**config.mk**
```make
export PLATFORM = sky130hd
export DESIGN_NAME = rbp_frame_parser
export DESIGN_NICKNAME = d
export VERILOG_FILES = /design/src/rtl/rbp_pkg.sv /design/src/rtl/rbp_fields.sv /design/src/rtl/rbp_enum_scan.sv /design/src/rtl/rbp_conv_scan.sv /design/src/rtl/rbp_reg_check.sv /design/src/rtl/rbp_frame_parser.sv
export SDC_FILE = /design/constraint.sdc
export NUM_CORES = 1
export LEC_CHECK = 0
export ABC_AREA = 1
export CAP_MARGIN = 20
export CORE_ASPECT_RATIO = 0.6
export CORE_MARGIN = 3
export CORE_UTILIZATION = 40
export DETAILED_ROUTE_END_ITERATION = 7
export DONT_BUFFER_PORTS = 1
export PLACE_DENSITY = 0.58
export RECOVER_POWER = 25
export SLEW_MARGIN = 20
export SYNTH_ARGS = -nofsm -noshare
export SYNTH_HDL_FRONTEND = slang
export SYNTH_SLANG_ARGS = --single-unit
```
**constraint.sdc**
```tcl
create_clock -name clk -period 5.6 [get_ports clk]
set_input_delay 1.12 -clock clk [delete_from_list [all_inputs] [get_ports clk]]
set_output_delay 1.12 -clock clk [all_outputs]
set_load 0.02 [all_outputs]
```
**src/rtl/rbp_pkg.sv**
```systemverilog
package rbp_pkg;
  // Frame layout of the returned 32-bit word.
  localparam int FRAME_W  = 32;
  localparam int DEV_W    = 5;
  localparam int CHAN_W   = 4;
  localparam int DATA_W   = 12;
  localparam int RADDR_W  = 6;
  localparam int RDATA_W  = 8;
  localparam int DEV_LSB  = FRAME_W - DEV_W;        // 27
  localparam int CHAN_LSB = DEV_LSB - CHAN_W;       // 23
  localparam int DATA_LSB = CHAN_LSB - DATA_W;      // 11
  localparam int RADDR_LSB = DEV_LSB - RADDR_W;     // 21
  localparam int RDATA_LSB = RADDR_LSB - RDATA_W;   // 13

  typedef enum logic [1:0] {
    SCAN_ENUM = 2'd0,
    SCAN_CONV = 2'd1,
    SCAN_REG  = 2'd2
  } scan_mode_t;
endpackage

```
**src/rtl/rbp_fields.sv**
```systemverilog
module rbp_fields
  import rbp_pkg::*;
(
  input  logic [FRAME_W-1:0] frame,
  output logic [DEV_W-1:0]   dev_addr,
  output logic [CHAN_W-1:0]  chan,
  output logic [DATA_W-1:0]  conv_data,
  output logic [RADDR_W-1:0] reg_addr,
  output logic [RDATA_W-1:0] reg_byte,
  output logic               all_zero
);
  // Address travels least significant bit first: restore it.
  for (genvar gi = 0; gi < DEV_W; gi++) begin : g_rev
    assign dev_addr[gi] = frame[FRAME_W-1-gi];
  end

  assign chan      = frame[CHAN_LSB +: CHAN_W];
  assign conv_data = frame[DATA_LSB +: DATA_W];
  assign reg_addr  = frame[RADDR_LSB +: RADDR_W];
  assign reg_byte  = frame[RDATA_LSB +: RDATA_W];
  assign all_zero  = (frame == '0);
endmodule

```
**src/rtl/rbp_enum_scan.sv**
```systemverilog
module rbp_enum_scan
  import rbp_pkg::*;
#(
  parameter int MAX_DEV = 8
) (
  input  logic                       clk,
  input  logic                       rst,
  input  logic                       start,
  input  logic                       sel,
  input  logic                       frame_valid,
  input  logic                       crc_ok,
  input  logic                       all_zero,
  input  logic [DEV_W-1:0]           dev_addr,
  output logic [$clog2(MAX_DEV)-1:0] slave_cnt,
  output logic                       done,
  output logic                       crc_evt,
  output logic                       addr_evt,
  output logic                       fault_evt
);
  localparam int IDX_W = $clog2(MAX_DEV + 1);
  localparam int SLV_W = $clog2(MAX_DEV);

  logic             busy;
  logic [IDX_W-1:0] idx;
  logic             take, good_nz, zero_end, at_limit, idx_zero;

  assign take      = busy && frame_valid && !start;
  assign idx_zero  = (idx == '0);
  assign at_limit  = (idx == IDX_W'(MAX_DEV));
  assign good_nz   = take && !all_zero && crc_ok;
  assign crc_evt   = take && !all_zero && !crc_ok;
  assign addr_evt  = good_nz && (dev_addr != DEV_W'(idx));
  assign fault_evt = (take && all_zero && idx_zero) ||
                     (good_nz && (dev_addr == DEV_W'(idx)) && at_limit);
  assign zero_end  = take && all_zero && !idx_zero;

  always_ff @(posedge clk) begin
    if (rst) begin
      busy      <= 1'b0;
      idx       <= '0;
      slave_cnt <= '0;
      done      <= 1'b0;
    end else begin
      done <= 1'b0;
      if (start) begin
        busy <= sel;
        idx  <= '0;
      end else if (take) begin
        if (zero_end) begin
          slave_cnt <= SLV_W'(idx - 1'b1);
          done      <= 1'b1;
          busy      <= 1'b0;
        end else if (crc_evt || addr_evt || fault_evt) begin
          busy <= 1'b0;
        end else begin
          idx <= idx + 1'b1;
        end
      end
    end
  end
endmodule

```
**src/rtl/rbp_conv_scan.sv**
```systemverilog
module rbp_conv_scan
  import rbp_pkg::*;
#(
  parameter int MAX_DEV       = 8,
  parameter int CHANS_PER_DEV = 12,
  parameter int CELL_CHANS    = 6,
  parameter int SUM_W         = 18
) (
  input  logic                       clk,
  input  logic                       rst,
  input  logic                       start,
  input  logic                       sel,
  input  logic                       frame_valid,
  input  logic                       crc_ok,
  input  logic [$clog2(MAX_DEV)-1:0] slave_cnt,
  input  logic [DEV_W-1:0]           dev_addr,
  input  logic [CHAN_W-1:0]          chan,
  input  logic [DATA_W-1:0]          conv_data,
  output logic                       chan_valid,
  output logic [DEV_W-1:0]           chan_dev,
  output logic [CHAN_W-1:0]          chan_id,
  output logic [DATA_W-1:0]          chan_data,
  output logic [SUM_W-1:0]           cell_sum,
  output logic                       done,
  output logic                       crc_evt
);
  localparam int CNT_W = $clog2(MAX_DEV * CHANS_PER_DEV + 1);

  logic             busy;
  logic [CNT_W-1:0] cnt, target, cnt_nxt;
  logic             take, good, is_cell;

  assign target  = (CNT_W'(slave_cnt) + 1'b1) * CNT_W'(CHANS_PER_DEV);
  assign take    = busy && frame_valid && !start;
  assign good    = take && crc_ok;
  assign crc_evt = take && !crc_ok;
  assign is_cell = (chan < CHAN_W'(CELL_CHANS));
  assign cnt_nxt = cnt + 1'b1;

  always_ff @(posedge clk) begin
    if (rst) begin
      busy       <= 1'b0;
      cnt        <= '0;
      cell_sum   <= '0;
      chan_valid <= 1'b0;
      chan_dev   <= '0;
      chan_id    <= '0;
      chan_data  <= '0;
      done       <= 1'b0;
    end else begin
      chan_valid <= 1'b0;
      done       <= 1'b0;
      if (start) begin
        busy <= sel;
        cnt  <= '0;
        if (sel) cell_sum <= '0;
      end else if (good) begin
        chan_valid <= 1'b1;
        chan_dev   <= dev_addr;
        chan_id    <= chan;
        chan_data  <= conv_data;
        cnt        <= cnt_nxt;
        if (is_cell) cell_sum <= cell_sum + SUM_W'(conv_data);
        if (cnt_nxt == target) begin
          done <= 1'b1;
          busy <= 1'b0;
        end
      end else if (crc_evt) begin
        busy <= 1'b0;
      end
    end
  end
endmodule

```
**src/rtl/rbp_reg_check.sv**
```systemverilog
module rbp_reg_check
  import rbp_pkg::*;
(
  input  logic               clk,
  input  logic               rst,
  input  logic               start,
  input  logic               sel,
  input  logic               frame_valid,
  input  logic               crc_ok,
  input  logic [DEV_W-1:0]   req_dev,
  input  logic [RADDR_W-1:0] req_reg,
  input  logic [DEV_W-1:0]   dev_addr,
  input  logic [RADDR_W-1:0] reg_addr,
  input  logic [RDATA_W-1:0] reg_byte,
  output logic               reg_valid,
  output logic [RDATA_W-1:0] reg_data,
  output logic               crc_evt,
  output logic               addr_evt
);
  logic               busy;
  logic [DEV_W-1:0]   want_dev;
  logic [RADDR_W-1:0] want_reg;
  logic               take, match;

  assign take     = busy && frame_valid && !start;
  assign match    = (dev_addr == want_dev) && (reg_addr == want_reg);
  assign crc_evt  = take && !crc_ok;
  assign addr_evt = take && crc_ok && !match;

  always_ff @(posedge clk) begin
    if (rst) begin
      busy      <= 1'b0;
      want_dev  <= '0;
      want_reg  <= '0;
      reg_valid <= 1'b0;
      reg_data  <= '0;
    end else begin
      reg_valid <= 1'b0;
      if (start) begin
        busy     <= sel;
        want_dev <= req_dev;
        want_reg <= req_reg;
      end else if (take) begin
        busy <= 1'b0;
        if (crc_ok && match) begin
          reg_valid <= 1'b1;
          reg_data  <= reg_byte;
        end
      end
    end
  end
endmodule

```
**src/rtl/rbp_frame_parser.sv**
```systemverilog
module rbp_frame_parser
  import rbp_pkg::*;
#(
  parameter int MAX_DEV       = 8,
  parameter int CHANS_PER_DEV = 12,
  parameter int CELL_CHANS    = 6
) (
  input  logic                       clk,
  input  logic                       rst,
  input  logic                       start,
  input  logic [1:0]                 scan_mode,
  input  logic [4:0]                 req_dev,
  input  logic [5:0]                 req_reg,
  input  logic                       frame_valid,
  input  logic [31:0]                frame,
  input  logic                       crc_ok,
  output logic [$clog2(MAX_DEV)-1:0] slave_cnt,
  output logic                       enum_done,
  output logic                       chan_valid,
  output logic [4:0]                 chan_dev,
  output logic [3:0]                 chan_id,
  output logic [11:0]                chan_data,
  output logic [$clog2(MAX_DEV*CELL_CHANS*((1<<12)-1)+1)-1:0] cell_sum,
  output logic                       scan_done,
  output logic                       reg_valid,
  output logic [7:0]                 reg_data,
  output logic                       crc_err,
  output logic                       addr_err,
  output logic                       chain_fault
);
  localparam int SUM_W = $clog2(MAX_DEV * CELL_CHANS * ((1 << DATA_W) - 1) + 1);

  logic [DEV_W-1:0]   f_dev;
  logic [CHAN_W-1:0]  f_chan;
  logic [DATA_W-1:0]  f_data;
  logic [RADDR_W-1:0] f_raddr;
  logic [RDATA_W-1:0] f_rbyte;
  logic               f_zero;
  logic sel_enum, sel_conv, sel_reg;
  logic e_crc, e_addr, e_fault, c_crc, r_crc, r_addr;

  assign sel_enum = (scan_mode == SCAN_ENUM);
  assign sel_conv = (scan_mode == SCAN_CONV);
  assign sel_reg  = (scan_mode == SCAN_REG);

  rbp_fields u_fields (
    .frame(frame), .dev_addr(f_dev), .chan(f_chan), .conv_data(f_data),
    .reg_addr(f_raddr), .reg_byte(f_rbyte), .all_zero(f_zero)
  );

  rbp_enum_scan #(.MAX_DEV(MAX_DEV)) u_enum (
    .clk(clk), .rst(rst), .start(start), .sel(sel_enum),
    .frame_valid(frame_valid), .crc_ok(crc_ok), .all_zero(f_zero),
    .dev_addr(f_dev), .slave_cnt(slave_cnt), .done(enum_done),
    .crc_evt(e_crc), .addr_evt(e_addr), .fault_evt(e_fault)
  );

  rbp_conv_scan #(
    .MAX_DEV(MAX_DEV), .CHANS_PER_DEV(CHANS_PER_DEV),
    .CELL_CHANS(CELL_CHANS), .SUM_W(SUM_W)
  ) u_conv (
    .clk(clk), .rst(rst), .start(start), .sel(sel_conv),
    .frame_valid(frame_valid), .crc_ok(crc_ok), .slave_cnt(slave_cnt),
    .dev_addr(f_dev), .chan(f_chan), .conv_data(f_data),
    .chan_valid(chan_valid), .chan_dev(chan_dev), .chan_id(chan_id),
    .chan_data(chan_data), .cell_sum(cell_sum), .done(scan_done),
    .crc_evt(c_crc)
  );

  rbp_reg_check u_reg (
    .clk(clk), .rst(rst), .start(start), .sel(sel_reg),
    .frame_valid(frame_valid), .crc_ok(crc_ok), .req_dev(req_dev),
    .req_reg(req_reg), .dev_addr(f_dev), .reg_addr(f_raddr),
    .reg_byte(f_rbyte), .reg_valid(reg_valid), .reg_data(reg_data),
    .crc_evt(r_crc), .addr_evt(r_addr)
  );

  // Sticky error flags, cleared when a new scan opens.
  always_ff @(posedge clk) begin
    if (rst || start) begin
      crc_err     <= 1'b0;
      addr_err    <= 1'b0;
      chain_fault <= 1'b0;
    end else begin
      crc_err     <= crc_err || e_crc || c_crc || r_crc;
      addr_err    <= addr_err || e_addr || r_addr;
      chain_fault <= chain_fault || e_fault;
    end
  end
endmodule

```
==> metrics.txt, run 1 <==
status completed; Critical Path AT 3.39 ns; Critical Path End u_conv.cell_sum[8]$_SDFFE_PP0P_; sequential share of the synthesized area 35.9%; Num CTS Buffers 9; fin crit period 3.12 ns; commonest non-fill, non-tap cell in the layout nor2_1; Remaining DRCs 0; Synth cell types 48; initial drt markers 286; Antenna Violating Nets Remaining 0; port bufs 0; Die H 88.9 um; core area 10800 um2; cts hold-fix bufs 0; latest clock arrival within the worst-skew pair 0.34 ns; die width 144 um; cell area after synthesis 4580 um2; Synth Area in Simple Gates 29.6%; reg2reg end u_conv.cell_sum[8]$_SDFFE_PP0P_; I/O pins 107; biggest regs u_conv.cell_sum (18), u_conv.chan_data (12), u_reg.reg_data (8); Synth Net Count 706; Via-to-Cell Ratio 5.19; cell count of the worst reg-to-reg path 8; Area growth syn-to-layout 8.55%; gr usage total 20.3%; CP max FO 39; main combinational cell family by area after synthesis simple AND/OR/NAND/NOR gates; flops & latches, synth 82; Root Buffer clkbuf_16; Final Setup Violations 0; Starting Density 42.2%; Largest register FFs 18; post-cts repair resize count 0; dpl hpwl 9.85 mm; Leak 2.11 nW; layout cells sized above 1 9.83%; post-synthesis compound-gate area fraction 15.2%; PwrDens 270 nW/um2; mux share of post-synthesis cell area 0%; MaxCap Viol Count 0; top_reg_cell synth dfxtp_1; xor and xnor area share after synthesis 4.59%; fillcell total 1096; worst-margin pin slew 1.18 ns; drt first pass iters 4; CTS sink count 82; clk_skew 0.00548 ns; Wirelength per Cell 16.7 um; commonest non-fill, non-tap cells in the layout nor2_1, nand2_1, dfxtp_1; worst vdd ir 174 uV; register area 1640 um2; setup TNS 0 ns; CTS Buffer Depth 2; Post CTS Setup Buffer Count 0; Row Count 29; r2r startpoint u_conv.busy$_SDFFE_PP0P_; Critical Path End Type flop; syn avg cell area 7.22 um2; Rel. slew slack 21.0%; final hold violation count 0; WS Path Type primary input to flop; area of the multi-input gates 2550 um2; total gr overflow 0; first-pass GRT wire length 19.8 mm; nets 699; CP startpoint crc_ok; Synth Area in Adders 6.34%; H-Tree Depth 3; Post-Route WL 12.9 mm; R2R Setup Slk 3.06 ns; Critical Path RT 5.87 ns; fin. max-slew vios 0; fin cells 770; Synth warnings 0; vias 3998; EDFF count, synth 0; antenna violations before repair 0; largest net degree at the start of global routing 44; Largest Register u_conv.cell_sum; RSZ-0062 raised after global routing false; Clock transition at path regs 0.06 ns; HP Class flop to flop; Gate Count Post-Synth 634; Synth async-reset ratio 0%; CTS tree yes; Placed Cells incl. Taps 755; Peak Freq 0.320 GHz; die area 12800 um2; Critical Path Source Type primary input; routability cong. 0.922; period utilization 55.8%; vias in the first global route 3550; ANT cells 0
[through the flow]
step	worst slack [ns]	area [um2]	hold slack, ns	total power, W	util, %
2_1_floorplan	2.98	4580	0.450	0.000706	-
3_3_place_gp	2.24	4670	0.462	0.000722	43.0
3_5_place_dp	2.12	4670	0.468	0.000724	43.0
4_1_cts	2.47	4970	0.477	0.00135	45.9
5_1_grt	2.11	4970	0.499	0.00139	45.8
6_report	2.48	4970	0.477	0.00134	45.8
[Yosys cell counts, types with 4 or more instances]
cell,instances,area share [%]
nor2_1,105,8.6
a21oi_1,54,5.9
dfxtp_1,82,36
inv_1,70,5.7
nand4_1,11,1.5
nand3_1,25,2.7
o21ai_1,4,0.44
inv_2,8,0.66
xnor2_1,12,2.3
or2_2,4,0.55
clkbuf_1,9,0.74
nor2_2,8,1.1
xor2_1,12,2.3
nand3_2,8,1.7
nand2_1,99,8.1
o21ai_0,49,5.4
ha_1,20,5.5
[report_power, final]
| group | total [W] | internal [W] | leakage [nW] | switching, W |
|---|---|---|---|---|
| clock | 0.000628 | 0.000387 | 0.145 | 0.000240 |
| sequential | 0.000612 | 0.000596 | 0.665 | 0.0000161 |
| combinational | 0.000101 | 0.0000358 | 1.30 | 0.0000648 |
| total | 0.00134 | 0.00102 | 2.11 | 0.000321 |
[worst max-delay path: stages]
cell	delay, ns
inv_2	0.04
nor2_1	0.11
nand3_1	0.52
inv_2	0.73
o21ai_4	0.27
nor2_8	0.19
inv_2	0.08
a21oi_1	0.11
o21ai_1	0.08
a21oi_1	0.12
[cells by family (layout without fill, tap and decap cells)]
group	count (synthesis)	in the layout
AOI/OAI and AO/OA	126	126
and+or+nand+nor	283	283
xor gates and xnor gates	24	24
buffers and inverters	97	94
adders and majority gates	22	22
DFF	82	82
[how the worst min path moves through the flow]
stage,from,end,slack (ns),cells past startpoint
6_report,u_enum.busy$_SDFFE_PP0P_,u_enum.busy$_SDFFE_PP0P_,0.48,2
5_1_grt,u_enum.busy$_SDFFE_PP0P_,u_enum.busy$_SDFFE_PP0P_,0.50,2
4_1_cts,u_enum.busy$_SDFFE_PP0P_,u_enum.busy$_SDFFE_PP0P_,0.48,2
3_5_place_dp,u_enum.busy$_SDFFE_PP0P_,u_enum.busy$_SDFFE_PP0P_,0.47,2
3_3_place_gp,u_enum.busy$_SDFFE_PP0P_,u_enum.busy$_SDFFE_PP0P_,0.46,2
2_1_floorplan,u_reg.busy$_SDFFE_PP0P_,u_reg.busy$_SDFFE_PP0P_,0.45,2
[area by class of cell]
class | count | area share, %
clock buffers | 10 | 4.61
well taps | 139 | 3.50
clock inverters | 5 | 1.61
multi-input cells | 455 | 51.3
inverters | 79 | 5.99
flip-flops and latches | 82 | 33.0
[metal layers]
layer	routed length (um)	vias to the layer above	GRT usage, %	share of wire (%)
met3	1260	11	7.99	9.8
met1	6630	1819	29.8	52
li1	-	2048	-	-
met5	0	-	0	0
met2	4850	120	27.5	38
met4	127	0	5.04	0.99
Power figures use the tool's default switching activity.
==> run 2: changes to the inputs <==
==> constraint.sdc (replaced) <==
create_clock -name clk -period 3.02 [get_ports clk]
set_input_delay 0.604 -clock clk [delete_from_list [all_inputs] [get_ports clk]]
set_output_delay 0.604 -clock clk [all_outputs]
set_load 0.02 [all_outputs]
==> run 2 against run 1 <==
The run now ends with capacitance limit, slew limit left; clock skew barely moved; non-clock buffer count is 5 higher; hold slack worse by 0.15 ns; critical endpoint is now u_conv.cell_sum[1]$_SDFFE_PP0P_.
==> metrics.txt, run 2 (synthesis results as in run 1) <==
Post CTS Setup Buffer Count 0 (unchanged); gr usage total 20.1% (-0.19 points); Via-to-Cell Ratio 5.23 (+0.67%); I/O pins 107 (unchanged); dpl hpwl 9.81 mm (-0.39%); vias 4056 (+1.5%); die area 12800 um2 (unchanged); status finished with violations; Wirelength per Cell 16.4 um (-1.8%); WS Path Type primary input to flop; Die H 88.9 um (unchanged); CTS tree yes; Largest Register u_conv.cell_sum; port bufs 0 (unchanged); HP Class primary input to flop; Leak 2.12 nW (+0.53%); Peak Freq 0.374 GHz; Num CTS Buffers 9 (unchanged); Hold WS 0.326 ns (-0.151 ns); Worst path max stage delay 1.30 ns (+0.57 ns); antenna violations before repair 0 (unchanged); sw frac 25.7% (+1.7 points); worst-margin pin slew 1.73 ns (+0.549 ns); Clk pwr share 46.1% (-0.8 points); CP max FO 9 (-77%); initial drt markers 275 (-3.8%); routability cong. 0.903 (-2.1%); Critical-path top delay cell o21ai_0; latest clock arrival within the worst-skew pair 0.34 ns (about the same); PwrDens 492 nW/um2 (+82%); vias in the first global route 3718 (+4.7%); setup TNS 0 ns (unchanged); Post-Route WL 12.7 mm (-1.0%); cts hold-fix bufs 0 (unchanged); core area 10800 um2 (unchanged); die width 144 um (unchanged); commonest non-fill, non-tap cells in the layout nor2_1, nand2_1, dfxtp_1; CTS sink count 82 (unchanged); drt first pass iters 5 (+1); final hold violation count 0 (unchanged); Util after Layout 45.9% (+0.069 points); fin. max-slew vios 10 (+10); Clock transition at path regs 0.07 ns (about the same); Placed Cells incl. Taps 760 (+0.66%); Row Count 29 (unchanged); post-cts repair resize count 0 (unchanged); Critical Path RT 3.30 ns (-2.57 ns); fin crit period 2.68 ns; nets 704 (+0.72%); Critical Path End Type flop; Antenna Violating Nets Remaining 0 (unchanged); Remaining DRCs 0 (unchanged); commonest non-fill, non-tap cell in the layout nor2_1; hold path depth 1 (-1); Critical Path Source Type primary input; Sw Pwr 0.000629 W (+96%); Final Setup Violations 0 (unchanged); MaxCap Viol Count 1 (+1); Largest register FFs 18 (unchanged); critical path cell sequence inv_1, nor2_1, nand3_1, inv_2, o21ai_0, inv_2, o22ai_1, inv_1, nor2_1; CTS Buffer Depth 2 (unchanged); CP bufs+invs 4 (+1); Starting Density 42.2% (unchanged); RSZ-0062 raised after global routing false; Rel. slew slack -16.8% (-38 points); CP delay by family, top compound AO/OA/AOI/OAI gates; cell count of the worst reg-to-reg path 15 (+7); largest net degree at the start of global routing 39 (-11%); Combinational Power Share 7.6% (about the same); Stages on worst setup path 9 (-1); total gr overflow 0 (unchanged); Internal 0.00182 W (+79%); H-Tree Depth 3 (unchanged); fin cells 776 (+0.78%); worst vdd ir 285 uV (+64%); clk_skew 0.00577 ns (+0.000292 ns); register share of total power 46.3% (+0.7 points); biggest regs u_conv.cell_sum (18), u_conv.chan_data (12), u_reg.reg_data (8); layout cells sized above 1 10.0% (+0.22 points); Worst Setup Slack post-DPL 0.435 ns (-1.69 ns); ANT cells 0 (unchanged); setup slack after layout 0.343 ns (-2.13 ns); Critical Path AT 2.96 ns (-0.43 ns); failing checks capacitance limit, slew limit; period utilization 88.6%; Root Buffer clkbuf_16; first-pass GRT wire length 19.7 mm (-0.32%); Area growth syn-to-layout 8.72%
[run 2: power by group through the flow]
stage	sequential, W	combinational (W)	clock (W)
2_1_floorplan	0.00115	0.000157	0
3_3_place_gp	0.00116	0.000185	0
3_5_place_dp	0.00116	0.000187	0
4_1_cts	0.00113	0.000188	0.00116
5_1_grt	0.00113	0.000211	0.00121
6_report	0.00113	0.000186	0.00113
[run 2: worst register-to-register path: stages (launching register included)]
cell and delay [ns]:
dfxtp_1 0.58, ha_1 0.24, xnor2_1 0.18, inv_1 0.12, ha_1 0.35, a21oi_1 0.23, nand2_1 0.09, nand2_1 0.08
nand2_1 0.05, nand2_1 0.06, nand2_1 0.05, nand3b_1 0.23, nand2_1 0.10, nand3_1 0.07, nand2_1 0.06, inv_1 0.03
[run 2: path summary, 6_finish.rpt]
kind                                          from                              end  slack (ns)
setup / recovery                            crc_ok  u_conv.cell_sum[1]$_SDFFE_PP0P_        0.34
hold / removal                                 rst  u_conv.cell_sum[7]$_SDFFE_PP0P_        0.33
setup reg to reg  u_enum.slave_cnt[0]$_SDFFE_PP0P_         u_conv.busy$_SDFFE_PP0P_        0.41
hold reg to reg           u_enum.busy$_SDFFE_PP0P_         u_enum.busy$_SDFFE_PP0P_        0.47
[run 2: layout make-up]
cell class	instances	area (um2)
repair buffers	5	30.0
multi-input cells	455	2530
flip-flops and latches	82	1640
clock buffers	9	225
clock inverters	7	77.6
inverters	79	298
well taps	139	174
fillers	1096	5870
[run 2: through the flow]
step / instance area [um2] / power, W
final: 4980 / 0.00245
after global routing: 4980 / 0.00256
after global placement: 4700 / 0.00134
after CTS: 5010 / 0.00248
after detailed placement: 4700 / 0.00134
after floorplan: 4580 / 0.00131
[run 2: per-layer routing]
layer  GRT usage, %  routed length, um  vias up
met2           27.7               5000      149
met1           29.0               6270     1843
li1               -                  -     2050
met4           4.79                136        0
met5              0                  0        -
met3           8.32               1330       14
==> run 3: changes to the inputs <==
--- a/config.mk
+++ b/config.mk
@@ -17,4 +17,5 @@
 export SLEW_MARGIN = 20
 export SYNTH_ARGS = -nofsm -noshare
 export SYNTH_HDL_FRONTEND = slang
+export SYNTH_HIERARCHICAL = 1
 export SYNTH_SLANG_ARGS = --single-unit
==> run 3 against run 2 <==
The run still ends with capacitance limit, slew limit left; synthesized area rose by 13%; maximum frequency is 11% higher; flip-flop and latch count unchanged; cell count rose by 18%; via count is 15% higher; routed wire length grew 15%; first-iteration DRC count rose by 8.4%; cell area grew 7.2%; count of clock-buffer cells in the layout up 1; combinational power is 12% lower; worst setup slack better by 0.27 ns; synthesized cell count grew 23%.
==> metrics.txt, run 3 <==
cell area after synthesis 5160 um2 (+13%); RSZ-0062 raised after global routing false; Critical-path top delay cell dfxtp_1; Final Setup Violations 0 (unchanged); Area growth syn-to-layout 3.47%; initial drt markers 298 (+8.4%); most frequent CP cell nand2_1; Placed Cells incl. Taps 897 (+18%); drt first pass iters 4 (-1); worst-margin pin slew 1.58 ns (-0.156 ns); critical path cell sequence inv_1, ha_1, inv_1, ha_1, a21oi_1, nand2_1, nand2_1, nand2_1, nand2_1, nand2_1, nand3_1, nand2_1, nand3_1, nand2_1, inv_1; Synth async-reset ratio 0% (unchanged); top-count cell post-synth nand2_1; Starting Density 41.8% (-0.39 points); R2R Setup Slk 0.62 ns (+0.21 ns); Antenna Violating Nets Remaining 0 (unchanged); Peak Freq 0.416 GHz (+11%); Finished Cell Area 5340 um2 (+7.2%); routability cong. 0.956 (+5.9%); die width 153 um (+5.9%); Root Buffer clkbuf_16; largest cells by area after synthesis dfxtp_1, nand2_1, nor2_1, inv_1, a21oi_1; latest clock arrival within the worst-skew pair 0.34 ns (about the same); nets 815 (+16%); post-cts repair resize count 0 (unchanged); Leak 2.45 nW (+16%); Num CTS Buffers 9 (unchanged); Rel. slew slack -5.16% (+12 points); EDFF count, synth 0 (unchanged); top cell type's share of synthesized area 31.8% (-4.0 points); I/O pins 107 (unchanged); Largest register FFs 18 (unchanged); dpl cell area 5050 um2 (+7.4%); first-pass GRT wire length 23.6 mm (+20%); fin cells 913 (+18%); setup TNS 0 ns (unchanged); vias in the first global route 4337 (+17%); Wirelength per Cell 16.1 um (-2.1%); Critical Path End Type flop; core area 12300 um2 (+14%); status finished with violations; layout cells sized above 1 10.0% (-0.020 points); Post-Route WL 14.7 mm (+15%); syn avg cell area 6.63 um2 (-8.2%); PwrDens 443 nW/um2 (-9.9%); Critical Path Source Type flop; port bufs 0 (unchanged); largest net degree at the start of global routing 36 (-7.7%); Synth cell types 45 (-6.3%); fin crit period 2.40 ns (-0.274 ns); Util after Layout 43.3% (-2.6 points); gr usage total 20.8% (+0.66 points); MaxCap Viol Count 2 (+1); Die H 93.9 um (+5.7%); total gr overflow 0 (unchanged); Synth warnings 6 (+6); Via-to-Cell Ratio 5.12 (-2.0%); failing checks capacitance limit, slew limit; CP max FO 10 (+1); biggest regs u_conv/cell_sum (18), u_conv/chan_data (12), u_reg/reg_data (8); vias 4678 (+15%); Post CTS Setup Buffer Count 0 (unchanged); CTS sink count 82 (unchanged); period utilization 79.6% (-9.1 points); commonest non-fill, non-tap cell in the layout nand2_1; commonest non-fill, non-tap cells in the layout nand2_1, nor2_1, inv_1; Post-synth top cells nand2_1, nor2_1, inv_1; HP Class primary input to flop; CP bufs+invs 3 (-1); dpl hpwl 11.3 mm (+15%); ANT cells 0 (unchanged); Critical Path RT 3.31 ns (about the same); antenna violations before repair 0 (unchanged); Worst path max stage delay 0.63 ns (-0.67 ns); final hold violation count 0 (unchanged); CTS Buffer Depth 2 (unchanged); worst vdd ir 248 uV (-13%); fillcell total 1316 (+20%); Critical Path AT 2.69 ns (-0.27 ns); top_reg_cell synth dfxtp_1; cts hold-fix bufs 0 (unchanged); Synth Net Count 850 (+20%); Largest Register u_conv/cell_sum; CTS tree yes; CP delay by family, top simple AND/OR/NAND/NOR gates; fin. max-slew vios 60 (+50); leading area contributor after synthesis dfxtp_1; Row Count 31 (+6.9%); Gate Count Post-Synth 778 (+23%); die area 14300 um2 (+12%); WS Path Type flop to flop; Clock transition at path regs 0.06 ns (about the same); clk_skew 0.00749 ns (+0.00172 ns); Remaining DRCs 0 (unchanged); H-Tree Depth 3 (unchanged); flops & latches, synth 82 (unchanged); sequential share of the synthesized area 31.8% (-4.0 points)
run 3: cell count changes in the layout (fill, tap and decap cells not counted), sizes merged, moves of 3 or more:
cell	before	now
a211oi	0	4
buf	3	0
xor2	12	2
xnor2	12	7
o211ai	3	0
nand2	102	224
nor2	119	113
o21ai	57	28
inv	80	111
nand3	34	48
run 3: logic make-up (layout without fill, tap and decap cells):
family,Yosys count,count (layout),share of synthesized area [%]
DFF,82,82,31.8
buffers and inverters,157,127,14.2
adders and majority gates,22,22,5.48
AOI/OAI and AO/OA,101,101,10.9
and+or+nand+nor,407,407,36.0
xor gates and xnor gates,9,9,1.53
run 3: cell type report:
class / instances / area, um2 / share of cell area [%]
Clock buffer: 10 / 239 / 4.48
Clock inverter: 6 / 56.3 / 1.06
Inverter: 109 / 410 / 7.69
Multi-Input combinational cell: 539 / 2770 / 52.0
Sequential cell: 82 / 1640 / 30.8
Tap cell: 165 / 206 / 3.87
Timing Repair Buffer: 2 / 7.51 / 0.141
run 3: where the power goes:
group | switching (W) | internal [W]
clock network | 0.000490 | 0.000599
logic | 0.000107 | 0.0000568
registers | 0.0000139 | 0.00110
total | 0.000611 | 0.00175
run 3: layer usage:
| layer | up-vias | global-route usage, % | wire length, um |
|---|---|---|---|
| li1 | 2360 | - | - |
| met1 | 2133 | 29.9 | 7300 |
| met2 | 174 | 29.1 | 5750 |
| met3 | 11 | 7.82 | 1490 |
| met4 | 0 | 4.74 | 128 |
| met5 | - | 0 | 0 |
run 3: worst paths after layout:
path | cells past startpoint | to | startpoint
worst max register to register | 15 | u_conv/busy$_SDFFE_PP0P_ | u_enum/slave_cnt[0]$_SDFFE_PP0P_
worst max-delay path | 15 | u_conv/busy$_SDFFE_PP0P_ | u_enum/slave_cnt[0]$_SDFFE_PP0P_
worst min register to register | 2 | u_reg/want_dev[4]$_SDFFE_PP0P_ | u_reg/want_dev[4]$_SDFFE_PP0P_
worst min-delay path | 1 | u_enum/busy$_SDFFE_PP0P_ | rst
run 3: through the flow:
| stage | hold WS [ns] | power (W) | setup slack [ns] |
|---|---|---|---|
| global route | 0.308 | 0.00247 | 0.334 |
| floorplan | 0.440 | 0.00131 | 0.894 |
| finish | 0.327 | 0.00236 | 0.618 |
| global placement | 0.451 | 0.00130 | 0.682 |
| CTS | 0.311 | 0.00240 | 0.650 |
| detailed placement | 0.457 | 0.00130 | 0.642 |
